### config.mk
export PLATFORM = sky130hd
export DESIGN_NAME = pwm_unit
export DESIGN_NICKNAME = d
export VERILOG_FILES = /design/src/rtl/pwm_pkg.sv /design/src/rtl/pwm_regs.sv /design/src/rtl/pwm_prescale.sv /design/src/rtl/pwm_period.sv /design/src/rtl/pwm_unit.sv
export SDC_FILE = /design/constraint.sdc
export NUM_CORES = 1
export LEC_CHECK = 0
export BUFFER_PORTS_ARGS = -buffer_cell sky130_fd_sc_hd__buf_4
export CAP_MARGIN = 20
export CORE_ASPECT_RATIO = 0.75
export CORE_MARGIN = 4
export CORE_UTILIZATION = 30
export DETAILED_ROUTE_END_ITERATION = 6
export PLACE_DENSITY = 0.48
export SETUP_SLACK_MARGIN = 0.15
export SYNTH_ARGS = -nofsm -noshare
export SYNTH_HDL_FRONTEND = slang
export SYNTH_SLANG_ARGS = --single-unit
### constraint.sdc
create_clock -name clk -period 5.25 [get_ports clk]
set_input_delay 1.05 -clock clk [delete_from_list [all_inputs] [get_ports clk]]
set_output_delay 1.05 -clock clk [all_outputs]
set_load 0.01 [all_outputs]
### src/rtl/pwm_pkg.sv
package pwm_pkg;
  localparam int BUS_W    = 32;
  localparam int PRE_W    = 6;
  localparam int CNT_W    = 10;
  localparam int REG_SEL_W = 2;
  localparam logic [REG_SEL_W-1:0] SEL_CTRL = 2'd0;
  localparam logic [REG_SEL_W-1:0] SEL_DUTY = 2'd1;
  localparam logic [REG_SEL_W-1:0] SEL_PER  = 2'd2;
  localparam int SD_BIT   = PRE_W;
  localparam int FULL_BIT = CNT_W;

  typedef struct packed {
    logic [PRE_W-1:0] pre;
    logic             sd;
    logic [CNT_W-1:0] dc;
    logic             full;
    logic [CNT_W-1:0] pv;
  } ch_cfg_t;

  typedef struct packed {
    logic [PRE_W-1:0] pre;
    logic [CNT_W-1:0] dc;
    logic             full;
    logic [CNT_W-1:0] pv;
  } ch_act_t;
endpackage

### src/rtl/pwm_regs.sv
module pwm_regs
  import pwm_pkg::*;
#(
  parameter int NUM_CH = 2,
  parameter int ADDR_W = 3
) (
  input  logic                      clk,
  input  logic                      rst_n,
  input  logic                      bus_sel,
  input  logic                      bus_wr,
  input  logic [ADDR_W-1:0]         bus_addr,
  input  logic [BUS_W-1:0]          bus_wdata,
  output logic [BUS_W-1:0]          bus_rdata,
  output ch_cfg_t [NUM_CH-1:0]      cfg_o
);
  localparam int CH_IDX_W = ADDR_W - REG_SEL_W;

  logic [CH_IDX_W-1:0]  ch_idx;
  logic [REG_SEL_W-1:0] rsel;
  logic [BUS_W-1:FULL_BIT+1] wdata_unused;

  assign ch_idx       = bus_addr[ADDR_W-1:REG_SEL_W];
  assign rsel         = bus_addr[REG_SEL_W-1:0];
  assign wdata_unused = bus_wdata[BUS_W-1:FULL_BIT+1];

  ch_cfg_t [NUM_CH-1:0] cfg_q;

  for (genvar c = 0; c < NUM_CH; c++) begin : g_ch
    logic    hit;
    ch_cfg_t cfg_d;

    assign hit = bus_sel && bus_wr && (ch_idx == CH_IDX_W'(c));

    always_comb begin
      cfg_d = cfg_q[c];
      case (rsel)
        SEL_CTRL: begin
          cfg_d.pre = bus_wdata[PRE_W-1:0];
          cfg_d.sd  = bus_wdata[SD_BIT];
        end
        SEL_DUTY: begin
          cfg_d.dc   = bus_wdata[CNT_W-1:0];
          cfg_d.full = bus_wdata[FULL_BIT];
        end
        SEL_PER: begin
          cfg_d.pv = bus_wdata[CNT_W-1:0];
        end
        default: ;
      endcase
    end

    always_ff @(posedge clk or negedge rst_n) begin
      if (!rst_n) begin
        cfg_q[c] <= '0;
      end else if (hit) begin
        cfg_q[c] <= cfg_d;
      end
    end
  end

  always_comb begin
    bus_rdata = '0;
    if (bus_sel) begin
      for (int c = 0; c < NUM_CH; c++) begin
        if (ch_idx == CH_IDX_W'(c)) begin
          case (rsel)
            SEL_CTRL: bus_rdata = BUS_W'({cfg_q[c].sd, cfg_q[c].pre});
            SEL_DUTY: bus_rdata = BUS_W'({cfg_q[c].full, cfg_q[c].dc});
            SEL_PER:  bus_rdata = BUS_W'(cfg_q[c].pv);
            default:  bus_rdata = '0;
          endcase
        end
      end
    end
  end

  assign cfg_o = cfg_q;
endmodule

### src/rtl/pwm_prescale.sv
module pwm_prescale #(
  parameter int W = 6
) (
  input  logic         clk,
  input  logic         rst_n,
  input  logic         clr,
  input  logic [W-1:0] limit,
  output logic         tick
);
  logic [W-1:0] cnt_q;
  logic [W-1:0] cnt_d;
  logic         wrap;

  assign wrap = (cnt_q == limit);
  assign tick = wrap;

  always_comb begin
    if (clr || wrap) begin
      cnt_d = '0;
    end else begin
      cnt_d = cnt_q + 1'b1;
    end
  end

  always_ff @(posedge clk or negedge rst_n) begin
    if (!rst_n) begin
      cnt_q <= '0;
    end else begin
      cnt_q <= cnt_d;
    end
  end
endmodule

### src/rtl/pwm_period.sv
module pwm_period
  import pwm_pkg::*;
(
  input  logic             clk,
  input  logic             rst_n,
  input  logic             en,
  input  logic             tick,
  input  ch_cfg_t          prog,
  output ch_act_t          act_o,
  output logic             run_o,
  output logic             bound_o,
  output logic [CNT_W-1:0] cnt_o,
  output logic             clr_o,
  output logic             pwm_o
);
  logic             run_q, run_d;
  logic [CNT_W-1:0] cnt_q, cnt_d;
  logic             ld;
  logic             bound;
  ch_act_t          act_q, act_d;

  assign bound = run_q && tick && (cnt_q == act_q.pv);

  always_comb begin
    run_d = run_q;
    cnt_d = cnt_q;
    ld    = 1'b0;
    if (!run_q) begin
      cnt_d = '0;
      if (en) begin
        run_d = 1'b1;
        ld    = 1'b1;
      end
    end else if (!en && prog.sd) begin
      run_d = 1'b0;
      cnt_d = '0;
    end else if (bound) begin
      cnt_d = '0;
      if (en) begin
        ld = 1'b1;
      end else begin
        run_d = 1'b0;
      end
    end else if (tick) begin
      cnt_d = cnt_q + 1'b1;
    end
  end

  always_comb begin
    act_d.pre  = prog.pre;
    act_d.dc   = prog.dc;
    act_d.full = prog.full;
    act_d.pv   = prog.pv;
  end

  always_ff @(posedge clk or negedge rst_n) begin
    if (!rst_n) begin
      run_q <= 1'b0;
      cnt_q <= '0;
    end else begin
      run_q <= run_d;
      cnt_q <= cnt_d;
    end
  end

  always_ff @(posedge clk or negedge rst_n) begin
    if (!rst_n) begin
      act_q <= '0;
    end else if (ld) begin
      act_q <= act_d;
    end
  end

  assign clr_o   = !run_q || !run_d;
  assign pwm_o   = run_q && (act_q.full || (cnt_q < act_q.dc));
  assign act_o   = act_q;
  assign run_o   = run_q;
  assign bound_o = bound;
  assign cnt_o   = cnt_q;
endmodule

### src/rtl/pwm_unit.sv
module pwm_unit
  import pwm_pkg::*;
#(
  parameter int NUM_CH = 2,
  parameter int ADDR_W = 3
) (
  input  logic               clk,
  input  logic               rst_n,
  input  logic [NUM_CH-1:0]  ch_en,
  input  logic               bus_sel,
  input  logic               bus_wr,
  input  logic [ADDR_W-1:0]  bus_addr,
  input  logic [BUS_W-1:0]   bus_wdata,
  output logic [BUS_W-1:0]   bus_rdata,
  output logic [NUM_CH-1:0]  pwm_out
);
  ch_cfg_t [NUM_CH-1:0] ch_cfg;
  ch_act_t [NUM_CH-1:0] ch_act;

  logic [NUM_CH-1:0]            ch_run;
  logic [NUM_CH-1:0]            ch_bound;
  logic [NUM_CH-1:0]            ch_full;
  logic [NUM_CH-1:0]            ch_sd;
  logic [NUM_CH-1:0][CNT_W-1:0] ch_dc;
  logic [NUM_CH-1:0][CNT_W-1:0] ch_pv;
  logic [NUM_CH-1:0][CNT_W-1:0] ch_cnt;

  pwm_regs #(
    .NUM_CH (NUM_CH),
    .ADDR_W (ADDR_W)
  ) u_regs (
    .clk       (clk),
    .rst_n     (rst_n),
    .bus_sel   (bus_sel),
    .bus_wr    (bus_wr),
    .bus_addr  (bus_addr),
    .bus_wdata (bus_wdata),
    .bus_rdata (bus_rdata),
    .cfg_o     (ch_cfg)
  );

  for (genvar c = 0; c < NUM_CH; c++) begin : g_ch
    logic tick;
    logic clr;

    pwm_prescale #(
      .W (PRE_W)
    ) u_pre (
      .clk   (clk),
      .rst_n (rst_n),
      .clr   (clr),
      .limit (ch_act[c].pre),
      .tick  (tick)
    );

    pwm_period u_per (
      .clk     (clk),
      .rst_n   (rst_n),
      .en      (ch_en[c]),
      .tick    (tick),
      .prog    (ch_cfg[c]),
      .act_o   (ch_act[c]),
      .run_o   (ch_run[c]),
      .bound_o (ch_bound[c]),
      .cnt_o   (ch_cnt[c]),
      .clr_o   (clr),
      .pwm_o   (pwm_out[c])
    );

    assign ch_full[c] = ch_act[c].full;
    assign ch_dc[c]   = ch_act[c].dc;
    assign ch_pv[c]   = ch_act[c].pv;
    assign ch_sd[c]   = ch_cfg[c].sd;
  end
endmodule

# Yosys cells after proc, flatten, opt, wreduce, memory -nomap -nowiden
# Index checks and enable logic that the tools add are counted.
word_totals:
  ff_bits: 144
  output_inout_bits: 34
  input_bits: 41
  elab_cells: 97
op_classes:
  n_eq_ne: 8
  bitwise: 1
  muxes: 28
  n_reduce_logical: 30
  n_addsub: 4
  n_lt_le_gt_ge: 2
op_table:
  columns: ["operator", "n"]
  rows:
  - ["$mux 10", 8]
  - ["$pmux 11 s3", 2]
  - ["$mux 32", 2]
  - ["$add 10x1->10 const B", 2]
  - ["$eq 10x10->1", 2]
  - ["$lt 10x10->1", 2]
  - ["$mux 1", 14]
  - ["$add 6x1->6 const B", 2]
  - ["$eq 6x6->1", 2]
  - ["$mux 6", 2]
  - ["$reduce_and 2->1", 6]
  - ["$logic_and 1x1->1", 11]
  - ["$ne 4x3->1 const B", 2]
  - ["$logic_not 1->1", 6]
  - ["$logic_or 1x1->1", 6]
  - ["$eq 2x1->1 const B", 1]
  - ["$eq 2x2->1 const B", 1]
  - ["$logic_not 2->1", 1]
  - ["$not 1->1", 1]

# Logic depth before layout (Yosys ltp)
# Gate-level depths: netlist of the first run.
depth:
  depth_word: 10
  mapped_depth: 8
  depth_no_buf: 7

# Hierarchy
# A second synthesis of the first run with hierarchy kept.
hier_totals:
  hier_cells: 803
  area_unflattened_um2: 8588.2
modules_own_cells:
  columns: ["module", "seq_area_each_um2", "area_each_um2", "cells_per_inst", "instances"]
  rows:
  - ["pwm_period at g_ch[1].u_per", 950.9, 2975.4, 344, 1]
  - ["pwm_regs", 1401.3, 2879.0, 214, 1]
  - ["pwm_period at g_ch[0].u_per", 950.9, 2010.7, 179, 1]
  - ["pwm_prescale", 150.1, 361.6, 33, 2]

# Least setup slack after synthesis of the first run
# No wires, ideal clock.
synth_path:
  kind: "input to output"
  start: "input bus_addr[0]"
  end: "output bus_rdata[0]"
  t_required_ns: 4.200
  n_path_buf: 2
  cell_stages: 6
  path_slack_ns: 2.079
  t_arrival_ns: 2.121
  cell_sequence: "buf_2 -> buf_2 -> mux2i_1 -> nor2_1 -> a21oi_1 -> a211oi_1"
synth_between:
  elab_chain_cells: 4
  elab_cells_between_ends: 7
  classes_between: "eq/ne (2); mux (4); reduce/logical (1)"
synth_rtl:
  columns: ["element", "line", "rtl"]
  rows:
  - ["start, declared", "pwm_unit.sv:12", "input logic [ADDR_W-1:0] bus_addr,"]
  - ["$eq 2x2->1, or another cell as far along", "pwm_regs.sv:66", "case (rsel)"]
  - ["$pmux 11 s3", "pwm_regs.sv:66", null]
  - ["$mux 32 *", "pwm_regs.sv:65", "if (ch_idx == CH_IDX_W'(c)) begin"]
  - ["$mux 32 *", "pwm_regs.sv:63", "if (bus_sel) begin"]
  - ["end, declared", "pwm_unit.sv:14", "output logic [BUS_W-1:0] bus_rdata,"]
# Mark *: on every way between the ends. The rest lies on a longest branch, timed or not.

# Worst setup path in the final report of the first run
layout_path:
  start: "input bus_addr[1]"
  end: "output bus_rdata[6]"
# The elaborated chain is that of the path after synthesis.

==> results of run 1 <==
[how the worst min path moves through the flow]
stage	start	end	slack [ps]
floorplan	g_ch[1].u_pre.cnt_q[0]	g_ch[1].u_pre.cnt_q[0]	470
global placement	g_ch[0].u_pre.cnt_q[0]	g_ch[0].u_pre.cnt_q[0]	510
detailed placement	g_ch[0].u_pre.cnt_q[0]	g_ch[0].u_pre.cnt_q[0]	500
CTS	g_ch[0].u_pre.cnt_q[0]	g_ch[0].u_pre.cnt_q[0]	510
global route	g_ch[0].u_pre.cnt_q[0]	g_ch[0].u_pre.cnt_q[0]	530
finish	g_ch[0].u_pre.cnt_q[0]	g_ch[0].u_pre.cnt_q[0]	510
[flip-flops by register name, indices dropped and copies added, names as in the netlist]
name and cells:
g_ch.u_per.act_o 54, g_ch.u_per.cnt_o 20, u_regs.cfg_o 56, g_ch.u_per.run_o 2, g_ch.u_pre.cnt_q 12
[where the power goes]
part           switching (mW)  internal, mW  leakage [nW]  total [mW]
Clock                   0.483         0.813         0.293        1.30
Combinational           0.319         0.290          2.22       0.609
Sequential              0.183          1.27          1.65        1.45
Total                   0.985          2.37          4.17        3.36
[layout make-up]
cell class                      instances  area share [%]
Multi-Input combinational cell        670           47.03
Timing Repair Buffer                   50           3.888
Clock buffer                           19           4.645
Sequential cell                       144           36.96
Tap cell                              385           4.940
Clock inverter                         10           1.655
Inverter                               23          0.8854
[routing by layer]
| metal | GRT usage [%] | vias to the layer above | wire (um) |
|---|---|---|---|
| li1 | - | 3380 | - |
| met1 | 24.74 | 3610 | 13000 |
| met2 | 21.08 | 187 | 10160 |
| met3 | 2.375 | 19 | 1069 |
| met4 | 4.018 | 0 | 297 |
| met5 | 0 | - | 0 |
[cell usage in the layout, fill, tap and decap left out, types with 17 or more instances in the layout]
cell type | Yosys | final
mux2_2 | 45 | 45
clkbuf_16 | 0 | 17
inv_1 | 23 | 23
nor2_1 | 33 | 31
nand2_1 | 80 | 80
dfrtp_1 | 144 | 144
nand3_1 | 108 | 108
nand4_1 | 73 | 73
and2_1 | 55 | 55
ha_1 | 22 | 22
buf_4 | 24 | 49
a222oi_1 | 54 | 54
a211oi_1 | 17 | 17
xnor2_1 | 35 | 35
conb_1 | 1 | 21
[worst max-delay path: cells and delay by family]
family | cells | cell delay, ps
and+or+nand+nor | 1 | 690
AOI/OAI and AO/OA | 2 | 510
buffers and inverters | 3 | 750
[cells by family after synthesis]
kind of cell	after synthesis	synth area share, %
flip-flops	144	41.56
other	1	0.04325
AO/OA/AOI/OAI	123	11.68
XOR/XNOR	40	4.041
adder cells (fa/ha/maj)	22	3.175
buffers and inverters	117	6.711
multiplexers	70	8.876
AND/OR/NAND/NOR	394	23.91
[through the flow]
stage / utilization (%) / total power, mW / hold WS (ps)
final: 34.52 / 3.356 / 509.7
after floorplan: - / 1.877 / 471.7
after global routing: 34.52 / 3.538 / 531.0
after global placement: 32.34 / 2.069 / 510.8
after detailed placement: 32.34 / 2.083 / 503.6
after CTS: 34.52 / 3.394 / 512.4
==> impl_metrics.yaml, run 1 <==
run_status:
  status: "complete, but fails checks"
  violations: "design-rule violations"
timing:
  fin_skew_ps: 12.12
  fin_setup_tns_ps: 0
  rsz0062_at_grt: "no"
  fmax_ghz: 0.2468
  fin_crit_sh_pct: 77.18
  worst_slew_pin_slew_ps: 1099
  setup_viol: 0
  maxSlewHeadroom_pct: 26.44
  slew_violations: 0
  hold_violations: 0
  worst_slack_ps: 1198
  min_period_ps: 4052
yosys:
  async_reset_ff_share_pct: 100.0
  synth_flop_cell: "dfrtp_1"
  ys.warnings.count: 0
  synth.area.top_cells: "dfrtp_1 (42%), a222oi_1 (6.2%), nand3_1 (6.2%)"
  synth_edf_count: 0
  syn_avg_cell_area_um2: 9.517
  ys_seq_area_share_pct: 41.56
  ys_types: 51
  synth_area_um2: 8670
  syn_inst: 911
  ys_seq_elements: 144
  synth_most_common_cell: "dfrtp_1"
  yosys.area.top_type: "dfrtp_1"
  yosys-top-cells-count: "dfrtp_1 (144), nand3_1 (108), nand2_1 (80)"
  synth_top_area_share_pct: 41.56
worst_hold_path:
  hold_depth: 1
  hold_path_class: "reg -> reg"
run:
  drv_cap: 0
layout:
  multi_input_area_um2: 4586
  syn2layout_area_growth_pct: 12.47
  nets: 969
  drive_above_1_share_pct: 14.63
  seq_area_um2: 3603
  final_cell_area_um2: 9751
  nFillCells: 2928
  diodes: 0
  layout.cells.non_filler: 1301
placed_design:
  place_area_um2: 9136
  place_hpwl_um: 16140
  dp_slack_ps: 1179
  dp_cells: 1272
  gp_congestion: 0.7584
  io_buffers: 32
worst_setup_path:
  path_cells: "buf_4 > nor2b_1 > buf_4 > a211oi_1 > a211oi_1 > buf_4"
  worstPathRequired_ps: 4200
  setup.worst_path.class: "in -> out"
  slowest_stage: "nor2b_1"
  crit_fanout: 21
  startpoint: "bus_addr[1]"
  cp-start-kind: "primary input"
  worst-r2r-setup-slack_ps: 2760
  crit_path_max_incr_delay_ps: 690
  r2r_start: "g_ch[0].u_per.cnt_o[2]"
  r2r_cells: 5
  crit_arrival_ps: 3000
  worst_setup_path_end_kind: "output pin"
  critPathCapture: "bus_rdata[6]"
  r2r-end: "g_ch[0].u_per.cnt_o[7]"
  worst_path_most_repeated_cell: "buf_4"
die:
  ios: 75
  fp.coreArea_um2: 28250
  fp.dieW_um: 204.3
  start_util_pct: 30.69
  die_h_um: 155.2
  die_area_um2: 31710
  fp-row-count: 53
cts:
  path_clk_slew_ps: 70
  cts_tree: "built"
  postCtsSetupBuffers: 0
  clock_latency_ps: 420
  numCtsBuffers: 17
  htreeDepth: 4
  cts_num_sinks: 144
  ctsHoldBuffers: 0
  clock_path_buffers: 2
  cts-root-buf: "clkbuf_16"
  cts_resized: 0
routing:
  drt_iter0_drc: 832
  viasPerCell: 5.531
  routed_wl_um: 24530
  wl_per_cell_um: 18.85
  drc: 5
  drtPass1Iterations: 7
  ant_nets: 0
  vias: 7196
power:
  vdd_drop_max_v: 0.0001983
  leakage_nw: 4.169
  power_density_nw_per_um2: 344.2
global_routing:
  antenna_found_initial: 0
  grt-ovfl-total: 0
  grt_pass1_wl_um: 39590
  grt.total_usage_pct: 15.37
  grt_pass1_vias: 6816
  grt_max_degree: 85
(Power assumes the default switching activity.)
==> run 2: changes to the inputs <==
- ABC_AREA: unset -> 1
- clock period: 5.25 -> 4 ns (I/O delays scaled with it)
==> impl_metrics.yaml, run 2 <==
run_status:
  status: "finished clean"
yosys:
  syn_inst: 1011
  synth_edf_count: 0
  synth_flop_cell: "dfrtp_1"
  ys_types: 35
  synth_top_area_share_pct: 45.87
  yosys-top-cells-count: "nand2_1 (283), nand3_1 (146), dfrtp_1 (144)"
  synth.area.top_cells: "dfrtp_1 (46%), nand2_1 (14%), nand3_1 (9.3%)"
  syn_avg_cell_area_um2: 7.771
  ys.warnings.count: 0
  ys_seq_elements: 144
  async_reset_ff_share_pct: 100.0
  ys_seq_area_share_pct: 45.87
  yosys.area.top_type: "dfrtp_1"
  synth_area_um2: 7856
  synth_most_common_cell: "nand2_1"
die:
  start_util_pct: 31.01
  fp.dieW_um: 194.9
  die_h_um: 148.1
  fp.coreArea_um2: 25340
  die_area_um2: 28870
  fp-row-count: 50
  ios: 75
timing:
  fmax_ghz: 0.3007
  worst_slew_pin_slew_ps: 982.9
  setup_viol: 0
  fin_crit_sh_pct: 83.15
  fin_setup_tns_ps: 0
  min_period_ps: 3326
  slew_violations: 0
  rsz0062_at_grt: "no"
  fin_skew_ps: 14.76
  hold_violations: 0
  maxSlewHeadroom_pct: 34.31
cts:
  path_clk_slew_ps: 60
  cts_tree: "built"
  clock_latency_ps: 430
  htreeDepth: 4
  numCtsBuffers: 17
  clock_path_buffers: 2
  ctsHoldBuffers: 0
  cts-root-buf: "clkbuf_16"
  cts_resized: 0
  cts_num_sinks: 144
  postCtsSetupBuffers: 0
placed_design:
  io_buffers: 32
  place_hpwl_um: 15290
  gp_congestion: 0.8341
global_routing:
  grt.total_usage_pct: 14.59
  grt_max_degree: 91
  grt_pass1_vias: 6075
  antenna_found_initial: 0
  use_met2_pct: 19.19
  grt_pass1_wl_um: 33910
  grt-ovfl-total: 0
  met1_usage_pct: 24.12
  busiest_layer: "met1"
  met3_usage_pct: 2.695
layout:
  drive_above_1_share_pct: 9.065
  largest_reg_flops: 56
  diodes: 0
  layout_commonest_cell: "nand2_1"
  utilization_pct: 34.84
  syn2layout_area_growth_pct: 12.36
  nFillCells: 2703
  nets: 1087
  final_cell_mix: "nand2_1 (283), nand3_1 (146), dfrtp_1 (144)"
routing:
  drt_iter0_drc: 416
  routed_wl_um: 20690
  wl_per_cell_um: 15.05
  viasPerCell: 4.669
  vias: 6420
  drtPass1Iterations: 6
  drc: 0
  ant_nets: 0
worst_setup_path:
  worst-r2r-setup-slack_ps: 1870
  cp-start-kind: "primary input"
  path_cells: "buf_4 > inv_1 > nand2_1 > inv_1 > a221oi_1 > nor3_1 > buf_4"
  crit_arrival_ps: 2530
  slowest_stage: "inv_1"
  crit_path_max_incr_delay_ps: 530
  setup.worst_path.class: "in -> out"
  worstPathRequired_ps: 3200
  crit_family: "buffers and inverters"
  crit_fanout: 20
  worst_setup_path_end_kind: "output pin"
  cp_num_buf_inv: 4
power:
  vdd_drop_max_v: 0.0002631
  leakage_nw: 4.442
  power_density_nw_per_um2: 608.0
run:
  drv_cap: 0
worst_hold_path:
  hold_path_class: "in -> async"
==> run 2: changes by cell type after synthesis, moves of 17 or more <==
cell / previous run / this run
a222oi_1: 54 / 0
nor2_1: 33 / 63
nand4_1: 73 / 8
xnor2_1: 35 / 8
clkbuf_1: 46 / 25
nand3_1: 108 / 146
nand2_1: 80 / 283
a211oi_1: 17 / 0
and2_1: 55 / 1
a221oi_1: 3 / 20
o21ai_0: 6 / 69
mux2_2: 45 / 0
inv_1: 23 / 98
==> run 2: through the flow <==
| stage | total power, mW | setup slack [ps] | hold slack [ps] | cell area [um^2] | std cells |
|---|---|---|---|---|---|
| global route | 5.802 | 680.7 | 521.9 | 8827 | 1375 |
| floorplan | 3.410 | 1437 | 449.2 | 7931 | 1031 |
| CTS | 5.427 | 768.2 | 495.7 | 8827 | 1375 |
| finish | 5.367 | 673.9 | 457.7 | 8827 | 1375 |
| global placement | 3.843 | 839.0 | 485.4 | 8263 | 1343 |
| detailed placement | 3.869 | 778.1 | 487.3 | 8263 | 1343 |
==> run 2: final cells by class <==
cell class,count,area [um^2],share of cell area [%]
clock inverter,14,135.1,1.531
timing repair buffer,37,294.0,3.331
multi-input combinational,713,3526,39.94
inverter,111,416.7,4.720
clock buffer,18,429.2,4.862
tap,338,422.9,4.791
sequential,144,3603,40.82
==> run 2: final timing paths <==
check,startpoint,endpoint,cells past startpoint
max,bus_addr[1],bus_rdata[7],7
min,rst_n,g_ch[0].u_pre.cnt_q[2],1
max reg2reg,g_ch[1].u_pre.cnt_q[1],g_ch[1].u_per.cnt_o[0],9
min reg2reg,u_regs.cfg_o[21],g_ch[0].u_per.run_o,1
max in group asynchronous,rst_n,u_regs.cfg_o[29],2
min in group clk,u_regs.cfg_o[21],g_ch[0].u_per.run_o,1
==> run 2: report_power, final <==
part | switching (mW) | internal [mW]
clock | 0.668 | 0.865
sequential | 0.366 | 1.85
combinational | 1.02 | 0.596
total | 2.05 | 3.31
==> run 2: cell families after synthesis <==
logic type | after synthesis | synth area share, %
other | 1 | 0.04773
buffers and inverters | 174 | 10.21
and+or+nand+nor | 536 | 29.88
DFF | 144 | 45.87
AOI/OAI and AO/OA | 120 | 8.935
xor gates and xnor gates | 14 | 1.561
adders and majority gates | 22 | 3.504
==> run 2: worst reg2reg max path, cell delays in order (launching register included) <==
cell	delay, ps
dfrtp_1	400
inv_1	50
nand2_1	50
nand2_1	50
nor2_1	150
nand3_1	230
nand2_1	670
inv_2	230
nand2_1	110
nand2_1	60
==> run 2: per-layer routing <==
| layer | vias to the layer above | share of wire (%) |
|---|---|---|
| met5 | - | 0 |
| met4 | 0 | 0.80 |
| met3 | 12 | 3.5 |
| met2 | 108 | 39 |
| met1 | 3014 | 57 |
| li1 | 3286 | - |
==> run 3: changes to the inputs <==
- clock period: 4 -> 3.2 ns (I/O delays scaled with it)
==> impl_metrics.yaml, run 3 (synthesis gave the netlist of run 2 again) <==
run_status:
  status: "finished clean"
worst_setup_path:
  crit_arrival_ps: 2080
  r2r_cells: 9
  crit_fanout: 8
  slowest_stage: "dfrtp_1"
  worst_setup_path_end_kind: "output pin"
  critPathCapture: "pwm_out[1]"
  setup.worst_path.class: "reg -> out"
  startpoint: "g_ch[1].u_per.cnt_o[7]"
  r2r_start: "g_ch[1].u_pre.cnt_q[0]"
  path_cells: "ha_1 > nand2_1 > nor2_1 > o211ai_1 > nand4_1 > a21oi_1 > buf_4"
  worst-r2r-setup-slack_ps: 1160
  crit_path_max_incr_delay_ps: 480
  worstPathRequired_ps: 2560
  r2r-end: "g_ch[1].u_per.cnt_o[0]"
  cp-start-kind: "flip-flop"
cts:
  postCtsSetupBuffers: 0
  path_clk_slew_ps: 70
  htreeDepth: 4
  cts_resized: 0
  ctsHoldBuffers: 0
  numCtsBuffers: 17
  cts-root-buf: "clkbuf_16"
  clock_latency_ps: 430
  clock_path_buffers: 2
  cts_tree: "built"
  cts_num_sinks: 144
die:
  fp.coreArea_um2: 25340
  start_util_pct: 31.01
  fp.dieW_um: 194.9
  ios: 75
  fp-row-count: 50
  die_area_um2: 28870
  die_h_um: 148.1
timing:
  maxSlewHeadroom_pct: 33.75
  fin_skew_ps: 16.07
  hold_violations: 0
  worst_slack_ps: 483.7
  rsz0062_at_grt: "no"
  slew_violations: 0
  setup_viol: 0
  fmax_ghz: 0.3681
  fin_crit_sh_pct: 84.89
  holdWs_ps: 153.4
  min_period_ps: 2716
  worst_slew_pin_slew_ps: 991.3
  fin_setup_tns_ps: 0
routing:
  drtPass1Iterations: 5
  drc: 0
  viasPerCell: 4.654
  drt_iter0_drc: 428
  wl_per_cell_um: 15.08
  ant_nets: 0
  vias: 6422
  routed_wl_um: 20800
worst_hold_path:
  hold_path_class: "in -> async"
global_routing:
  grt_pass1_wl_um: 34000
  grt-ovfl-total: 0
  grt_max_degree: 48
  antenna_found_initial: 0
  grt.total_usage_pct: 14.64
  grt_pass1_vias: 6155
layout:
  final_cell_mix: "nand2_1 (283), nand3_1 (146), dfrtp_1 (144)"
  syn2layout_area_growth_pct: 13.95
  diodes: 0
  nets: 1092
  nFillCells: 2654
  largest_reg_flops: 56
  layout_commonest_cell: "nand2_1"
  drive_above_1_share_pct: 9.597
power:
  leakage_nw: 4.517
  power_density_nw_per_um2: 782.1
  vdd_drop_max_v: 0.0003526
  power.total_mw: 7.002
placed_design:
  place_hpwl_um: 15350
  gp_congestion: 0.8067
  io_buffers: 32
  dp_slack_ps: 564.2
run:
  drv_cap: 0
run 3: cell count changes in the layout (fill, tap and decap cells not counted), moves of 2 or more:
cell        before  now
clkinvlp_4       3    1
clkinv_2         2    4
buf_4           35   40
clkinv_4         5    3
bufinv_16        1    5
run 3: per-layer routing:
| layer | part of all wire (%) | global-route usage (%) | vias up |
|---|---|---|---|
| met5 | 0 | 0 | - |
| met4 | 0.63 | 3.350 | 0 |
| met3 | 3.3 | 2.536 | 7 |
| met2 | 39 | 19.64 | 102 |
| met1 | 57 | 23.97 | 3016 |
| li1 | - | - | 3297 |
run 3: worst max-delay path: cells and delay by family, from the launching register on:
family	cells	cell delay, ps
compound gates	2	290
fa+ha+maj	1	340
buf+inv	1	150
flops	1	480
simple gates	3	380
run 3: worst min-delay path by stage:
stage,endpoint,depth (start not counted),startpoint
2_1_floorplan,g_ch[0].u_per.act_o[0],0,rst_n
3_3_place_gp,g_ch[0].u_per.act_o[12],2,g_ch[0].u_per.act_o[12]
3_5_place_dp,g_ch[0].u_per.act_o[14],2,g_ch[0].u_per.act_o[14]
4_1_cts,g_ch[0].u_pre.cnt_q[1],1,rst_n
5_1_grt,g_ch[0].u_pre.cnt_q[1],1,rst_n
6_report,g_ch[0].u_pre.cnt_q[1],1,rst_n
run 3: cell type report:
class	instances	area, um^2	area share (%)
sequential	144	3603	40.25
multi-input combinational	713	3526	39.39
clock buffer	18	439.2	4.906
tap	338	422.9	4.724
inverter	111	416.7	4.654
timing repair buffer	42	331.6	3.704
clock inverter	14	212.7	2.376
run 3: metrics by stage:
| stage | util [%] | cells | instance area, um^2 |
|---|---|---|---|
| final | 35.33 | 1380 | 8952 |
| after global routing | 35.33 | 1380 | 8952 |
| after CTS | 35.33 | 1380 | 8952 |
| after detailed placement | 32.76 | 1348 | 8300 |
| after global placement | 32.76 | 1348 | 8300 |
| after floorplan | - | 1031 | 7931 |
run 3: power breakdown:
group / internal, mW / switching, mW
Sequential: 2.32 / 0.459
Combinational: 0.756 / 1.27
Clock: 1.40 / 0.798
